--- src/rtl/keyed_wren_guard_pkg.sv ---
package keyed_wren_guard_pkg;

  localparam logic [7:0] KEY_FIRST  = 8'h55;
  localparam logic [7:0] KEY_SECOND = 8'hAA;

  typedef enum logic [1:0] {
    SEQ_IDLE = 2'd0,
    SEQ_HALF = 2'd1,
    SEQ_OPEN = 2'd2
  } seqState_t;

  typedef struct packed {
    logic cfgWr;       // configuration write this cycle
    logic setAllowed;  // unlock window is open this cycle
  } cfgStrobe_t;

endpackage

--- src/rtl/keyed_wren_seq.sv ---
module keyed_wren_seq
  import keyed_wren_guard_pkg::*;
#(
  parameter int ADDR_W = 8,
  parameter logic [ADDR_W-1:0] KEY_ADDR = 8'h2E,
  parameter logic [ADDR_W-1:0] CFG_ADDR = 8'h3A
) (
  input  logic              clk,
  input  logic              rstN,
  input  logic              busWrEn,
  input  logic [ADDR_W-1:0] busAddr,
  input  logic [7:0]        keyByte,
  output cfgStrobe_t        strobe
);

  seqState_t seqState, seqNext;
  logic keyHit, firstKey, secondKey;

  assign keyHit    = busWrEn && (busAddr == KEY_ADDR);
  assign firstKey  = keyHit && (keyByte == KEY_FIRST);
  assign secondKey = keyHit && (keyByte == KEY_SECOND);

  always_comb begin
    seqNext = seqState;
    if (firstKey) begin
      seqNext = SEQ_HALF;
    end else if (seqState == SEQ_HALF) begin
      if (secondKey)    seqNext = SEQ_OPEN;
      else if (busWrEn) seqNext = SEQ_IDLE;
    end else begin
      seqNext = SEQ_IDLE;
    end
  end

  always_ff @(posedge clk or negedge rstN) begin
    if (!rstN) seqState <= SEQ_IDLE;
    else       seqState <= seqNext;
  end

  assign strobe.cfgWr      = busWrEn && (busAddr == CFG_ADDR);
  assign strobe.setAllowed = (seqState == SEQ_OPEN);

  // the window never stays open two cycles running
  assert_window_single_R3: assert property (@(posedge clk) disable iff (!rstN)
    (seqState == SEQ_OPEN) |=> (seqState != SEQ_OPEN));

  // the window only opens right after a second-key write
  assert_window_after_key_R2: assert property (@(posedge clk) disable iff (!rstN)
    (seqState == SEQ_OPEN) |-> $past(busWrEn && busAddr == KEY_ADDR && keyByte == KEY_SECOND));

  // an idle cycle keeps the first-key state
  assert_idle_hold_R5: assert property (@(posedge clk) disable iff (!rstN)
    (seqState == SEQ_HALF && !busWrEn) |=> (seqState == SEQ_HALF));

endmodule

--- src/rtl/keyed_wren_cfg.sv ---
module keyed_wren_cfg
  import keyed_wren_guard_pkg::*;
#(
  parameter int DATA_W = 16,
  parameter int EN_BIT = 13
) (
  input  logic              clk,
  input  logic              rstN,
  input  cfgStrobe_t        strobe,
  input  logic [DATA_W-1:0] busWrData,
  input  logic              timerWrReq,
  output logic              timerWrGate,
  output logic [DATA_W-1:0] cfgValue,
  output logic              timerWrEnable
);

  logic [DATA_W-1:0] cfgReg, cfgNext;
  logic enNext;

  always_comb begin
    enNext = cfgReg[EN_BIT];
    if (!busWrData[EN_BIT])      enNext = 1'b0;
    else if (strobe.setAllowed)  enNext = 1'b1;
    cfgNext = busWrData;
    cfgNext[EN_BIT] = enNext;
  end

  always_ff @(posedge clk or negedge rstN) begin
    if (!rstN)             cfgReg <= '0;
    else if (strobe.cfgWr) cfgReg <= cfgNext;
  end

  assign cfgValue      = cfgReg;
  assign timerWrEnable = cfgReg[EN_BIT];
  assign timerWrGate   = timerWrReq && cfgReg[EN_BIT];

  // the enable only rises after a configuration write inside the window
  assert_set_in_window_R2: assert property (@(posedge clk) disable iff (!rstN)
    $rose(timerWrEnable) |-> $past(strobe.cfgWr && strobe.setAllowed));

  // the enable only falls after a configuration write with the bit clear
  assert_clear_by_write_R7: assert property (@(posedge clk) disable iff (!rstN)
    $fell(timerWrEnable) |-> $past(strobe.cfgWr && !busWrData[EN_BIT]));

  // no timer write strobe while the enable is clear
  assert_gate_blocked_R8: assert property (@(posedge clk) disable iff (!rstN)
    !timerWrEnable |-> !timerWrGate);

  // configuration writes store every other bit as written
  assert_fields_follow_R6: assert property (@(posedge clk) disable iff (!rstN)
    strobe.cfgWr |=> ((cfgValue ^ $past(busWrData)) & ~(DATA_W'(1) << EN_BIT)) == '0);

endmodule

--- src/rtl/keyed_wren_guard.sv ---
module keyed_wren_guard
  import keyed_wren_guard_pkg::*;
#(
  parameter int ADDR_W = 8,
  parameter int DATA_W = 16,
  parameter int EN_BIT = 13,
  parameter logic [ADDR_W-1:0] KEY_ADDR = 8'h2E,
  parameter logic [ADDR_W-1:0] CFG_ADDR = 8'h3A
) (
  input  logic              clk,
  input  logic              rstN,
  input  logic              busWrEn,
  input  logic [ADDR_W-1:0] busAddr,
  input  logic [DATA_W-1:0] busWrData,
  input  logic              timerWrReq,
  output logic              timerWrGate,
  output logic [DATA_W-1:0] cfgValue,
  output logic              timerWrEnable
);

  cfgStrobe_t strobe;

  keyed_wren_seq #(
    .ADDR_W(ADDR_W), .KEY_ADDR(KEY_ADDR), .CFG_ADDR(CFG_ADDR)
  ) u_seq (
    .clk(clk), .rstN(rstN), .busWrEn(busWrEn), .busAddr(busAddr),
    .keyByte(busWrData[7:0]), .strobe(strobe)
  );

  keyed_wren_cfg #(
    .DATA_W(DATA_W), .EN_BIT(EN_BIT)
  ) u_cfg (
    .clk(clk), .rstN(rstN), .strobe(strobe), .busWrData(busWrData),
    .timerWrReq(timerWrReq), .timerWrGate(timerWrGate),
    .cfgValue(cfgValue), .timerWrEnable(timerWrEnable)
  );

endmodule

--- config.mk ---
export PLATFORM = sky130hd
export DESIGN_NAME = keyed_wren_guard
export DESIGN_NICKNAME = d
export VERILOG_FILES = /design/src/rtl/keyed_wren_guard_pkg.sv /design/src/rtl/keyed_wren_seq.sv /design/src/rtl/keyed_wren_cfg.sv /design/src/rtl/keyed_wren_guard.sv
export SDC_FILE = /design/constraint.sdc
export NUM_CORES = 1
export LEC_CHECK = 0
export BUFFER_PORTS_ARGS = -buffer_cell sky130_fd_sc_hd__clkbuf_2
export CAP_MARGIN = 20
export CELL_PAD_IN_SITES_DETAIL_PLACEMENT = 0
export CELL_PAD_IN_SITES_GLOBAL_PLACEMENT = 1
export CORE_MARGIN = 1.5
export CORE_UTILIZATION = 33
export CTS_BUF_LIST = sky130_fd_sc_hd__clkbuf_16
export CTS_CLUSTER_DIAMETER = 120
export DETAILED_ROUTE_END_ITERATION = 7
export PLACE_DENSITY_LB_ADDON = 0.1
export SYNTH_ARGS = -nofsm -noshare
export SYNTH_HDL_FRONTEND = slang
export SYNTH_SLANG_ARGS = --single-unit
export TNS_END_PERCENT = 5
--- constraint.sdc ---
create_clock -name clk -period 1.2 [get_ports clk]
set_input_delay 0.24 -clock clk [delete_from_list [all_inputs] [get_ports clk]]
set_output_delay 0.24 -clock clk [all_outputs]
set_load 0.05 [all_outputs]
# Word level (Yosys, flattened, before mapping)
# Cells that the tools add are included.
# totals
ff_bits	18
latchBits	0
mem_bits_rw	0
romBits	0
inputBits	28
out_inout_bits	18
word_cells	23
n_memories	0
# classes
n_addsub	0
mul	0
div_mod_pow	0
magnitude_cmp	0
eq_ne	8
n_shift	0
n_mux	6
bitwise_logic	0
n_reduce_logical	6
# ops
op	count
$eq A8 B6 Y1 const B	2
$eq A8 B7 Y1 const B	1
$eq A8 B8 Y1 const B	1
$mux W2	4
$logic_and A1 B1 Y1	5
$ne A4 B2 Y1 const B	1
$eq A2 B1 Y1 const B	1
$eq A2 B2 Y1 const B	1
$mux W1	2
$ne A2 B1 Y1 const B	1
$reduce_and A2 Y1	1

# Depth between registers and ports, before layout
# logic_depth
word_depth	6
ltp_mapped	4
depth_no_buf	3

# Cells and area by module
# A second synthesis with hierarchy kept.
# unflattened
hier_cells	54
area_unflattened_um2	825.8
# by_module_without_submodules
mod	n_inst	cells_per_inst	area_per_inst_um2
keyed_wren_cfg	1	38	658.1
keyed_wren_seq	1	16	167.7

# Worst setup path before layout
# No wires, ideal clock.
# synth_path
kind	reg-to-output
start	register u_cfg.cfgReg[13], in the netlist u_cfg.cfgValue[13]
end	output timerWrGate
arrival_ns	1.138
t_required_ns	0.960
path_slack_ns	-0.178
stages_incl_launch_ff	2
path_buffers	0
cell_sequence	dfrtp_1 and2_1
# synth_between
elab_chain_len	1
# synth_lines
item	line	rtl
from (decl)	keyed_wren_cfg.sv:17	logic [DATA_W-1:0] cfgReg, cfgNext;
from (signal assigned)	keyed_wren_cfg.sv:30	else if (strobe.cfgWr) cfgReg <= cfgNext;
$logic_and A1 B1 Y1	keyed_wren_cfg.sv:35	assign timerWrGate = timerWrReq && cfgReg[EN_BIT];
to (decl)	keyed_wren_guard.sv:16	output logic timerWrGate,
# Every way passes these cells.

# Worst setup path in the final report
# Same ends and word-level chain as after synthesis.

==> results.yml <==
status:
  status: "completed"
power:
  leakage_nw: 0.7040
  vdd_drop_max_mv: 0.9716
  power.density_nw_per_um2: 1236
  total_power_mw: 1.520
setup_path:
  endpoint_kind: "primary output"
  crit_path_max_fanout: 4
  worst_r2r_endpoint: "u_cfg.cfgValue[13]$_DFFE_PN0P_"
  criticalPathCategory: "reg2out"
  r2r_setup_slack_ns: 0.21
  critical_path_required_ns: 0.96
  cp.arrival_ns: 0.93
  r2r_start: "u_seq.seqState[0]$_DFFE_PN0P_"
  crit_path_start_kind: "register"
  r2r_cells: 3
routing:
  first_pass_iters: 4
  drtIter0Drc: 9
  routed_via_density: 4.815
  num_vias: 650
  post_drt_wl_per_cell_um: 12.56
  wl_um: 1696
  ant_nets: 0
  drcViolationCount: 0
timing:
  max_freq_ghz: 0.8554
  setup_viol: 0
  rsz0062_at_grt: "true"
  drv_slew: 0
  clock_skew_ns: 0.003259
  hold_violations: 0
  relSlewSlack_pct: 70.56
  post-route-period-util_pct: 97.42
  min_period_ns: 1.169
  worst_pin_slew_ns: 0.4416
  layout_setup_ws_ns: 0.03095
place:
  dpl_cell_area_um2: 1122
  port_buffers: 45
  place_congestion: 0.6819
  pre_cts_ws_ns: -0.1449
  dpl.hpwl_um: 1341
floorplanning:
  fp.dieW_um: 53.29
  rows: 18
  die_area_um2: 2840
  core-area_um2: 2432
  die-height_um: 53.29
  io_pins: 46
  start_util_pct: 34.31
cells_and_area:
  fin_area_um2: 1230
  fillers: 227
  syn_to_final_growth_pct: 47.38
  antennaDiodeCount: 0
  nNetsFinal: 134
  postLayoutCoreUtil_pct: 50.57
  drive_gt1_share_pct: 68.57
clock_tree:
  htreeDepth: 1
  cts_tree: "done"
  cts_root_buffer: "clkbuf_16"
  cts.sinks: 18
  cts_buffer_depth: 2
  cts_buffers: 3
  path_clk_slew_ns: 0.05
  clkLatencyLatePin_ns: 0.24
global_route:
  track_usage_pct: 13.40
  met2_usage_pct: 21.81
  gr-usage-met1_pct: 17.34
  antenna_found_initial: 0
  grt_pass1_wl_um: 2766
  grt_pass1_vias: 624
  grt_use_met3_pct: 5.085
  grt.busiest_layer: "met2"
  grt.overflow.total: 0
  grt_max_degree: 19
min_path:
  min_from: "busWrData[12]"
  hold_end: "u_cfg.cfgValue[12]$_DFFE_PN0P_"
  holdCritPathClass: "in2reg"
  holdPathStages: 2
synth:
  syn_nets: 80
  synthCells: 52
  syn_avg_cell_area_um2: 16.05
  synth_cell_type_count: 17
  syn-cell-area_um2: 834.6
  yosys_warnings: 0
  seq_area_frac_synth_pct: 53.97
  ys_seq_elements: 18
run:
  drv_cap: 0
[area by class of cell]
cell class / instances / area [µm²] / area share (%)
flip-flops and latches: 18 / 450.4 / 36.62
multi-input cells: 31 / 364.1 / 29.60
repair buffers: 51 / 295.3 / 24.01
clock buffers: 3 / 75.07 / 6.104
well taps: 30 / 37.54 / 3.052
clock inverters: 1 / 3.754 / 0.3052
inverters: 1 / 3.754 / 0.3052
[metrics by stage]
step,instances,hold WS (ns),setup TNS [ns]
final,135,0.2279,0
after global placement,129,0.2102,-1.774
after global routing,135,0.2261,-0.005011
after floorplan,52,-0.05559,-0.9528
after CTS,135,0.2258,0
after detailed placement,129,0.2067,-2.071
[routing by layer]
| layer | share of wire, % | up-vias |
|---|---|---|
| met1 | 46 | 324 |
| met3 | 5.0 | 0 |
| li1 | - | 306 |
| met4 | 0 | 0 |
| met2 | 49 | 20 |
| met5 | 0 | - |
[placed cells by master (no fill, tap or decap), drive strengths merged]
cell type,n
and2,1
and3,1
and4b,1
buf,6
clkbuf,47
clkinv,1
dfrtp,18
dlygate4sd3,1
inv,1
mux2,15
nand2,1
nand4b,3
nor2,1
nor3b,1
nor4bb,5
o22a,1
o32ai,1
[report_power, final]
part / total, mW / internal [mW] / switching, mW
combinational: 0.232 / 0.0905 / 0.142
sequential: 0.645 / 0.632 / 0.0124
clock: 0.644 / 0.441 / 0.202
total: 1.52 / 1.16 / 0.356
[sequential cells by signal (all words and copies together), names as in the netlist]
signal          flops
u_cfg.cfgValue     16
u_seq.seqState      2
[worst max-delay path: stages (launching register included)]
cell	delay [ns]
dfrtp_1	0.40
and2_4	0.15
buf_8	0.14
[cells in the mapped netlist]
cell,n,area [µm²]
mux2_2,6,67.56
nor3b_4,1,18.77
and2_1,1,6.260
nand4b_1,2,17.52
buf_4,1,7.510
inv_1,1,3.750
and3_1,1,6.260
nand2_1,1,3.750
nor4bb_1,5,50.05
buf_6,1,11.26
nand4b_4,1,23.77
o32ai_1,1,8.760
o22a_1,1,8.760
and4b_2,1,11.26
dfrtp_1,18,450.4
mux2_4,9,135.1
nor2_1,1,3.750
[timing repair]
action                     in CTS  in global routing
hold endpoints to repair       18                  0
gates resized for setup         3                  1
hold buffers                    1                  0
pin swaps                       0                  0
setup endpoints to repair       1                  1
buffers inserted                1                  0
gates cloned                    0                  0
[worst max path at each step]
stage,startpoint,endpoint,cells after the start
after global routing,u_cfg.cfgValue[13]$_DFFE_PN0P_,timerWrGate,2
after floorplan,busAddr[0],u_cfg.cfgValue[0]$_DFFE_PN0P_,4
after global placement,busAddr[0],u_cfg.cfgValue[4]$_DFFE_PN0P_,5
final,u_cfg.cfgValue[13]$_DFFE_PN0P_,timerWrGate,2
after CTS,u_cfg.cfgValue[13]$_DFFE_PN0P_,timerWrGate,2
after detailed placement,busAddr[0],u_cfg.cfgValue[4]$_DFFE_PN0P_,5
[cells by family after synthesis]
logic type	share of synthesized area (%)
flops	53.97
mux	24.29
compound gates	2.099
buf+inv	2.698
simple gates	16.94
Power figures use the tool's default switching activity.
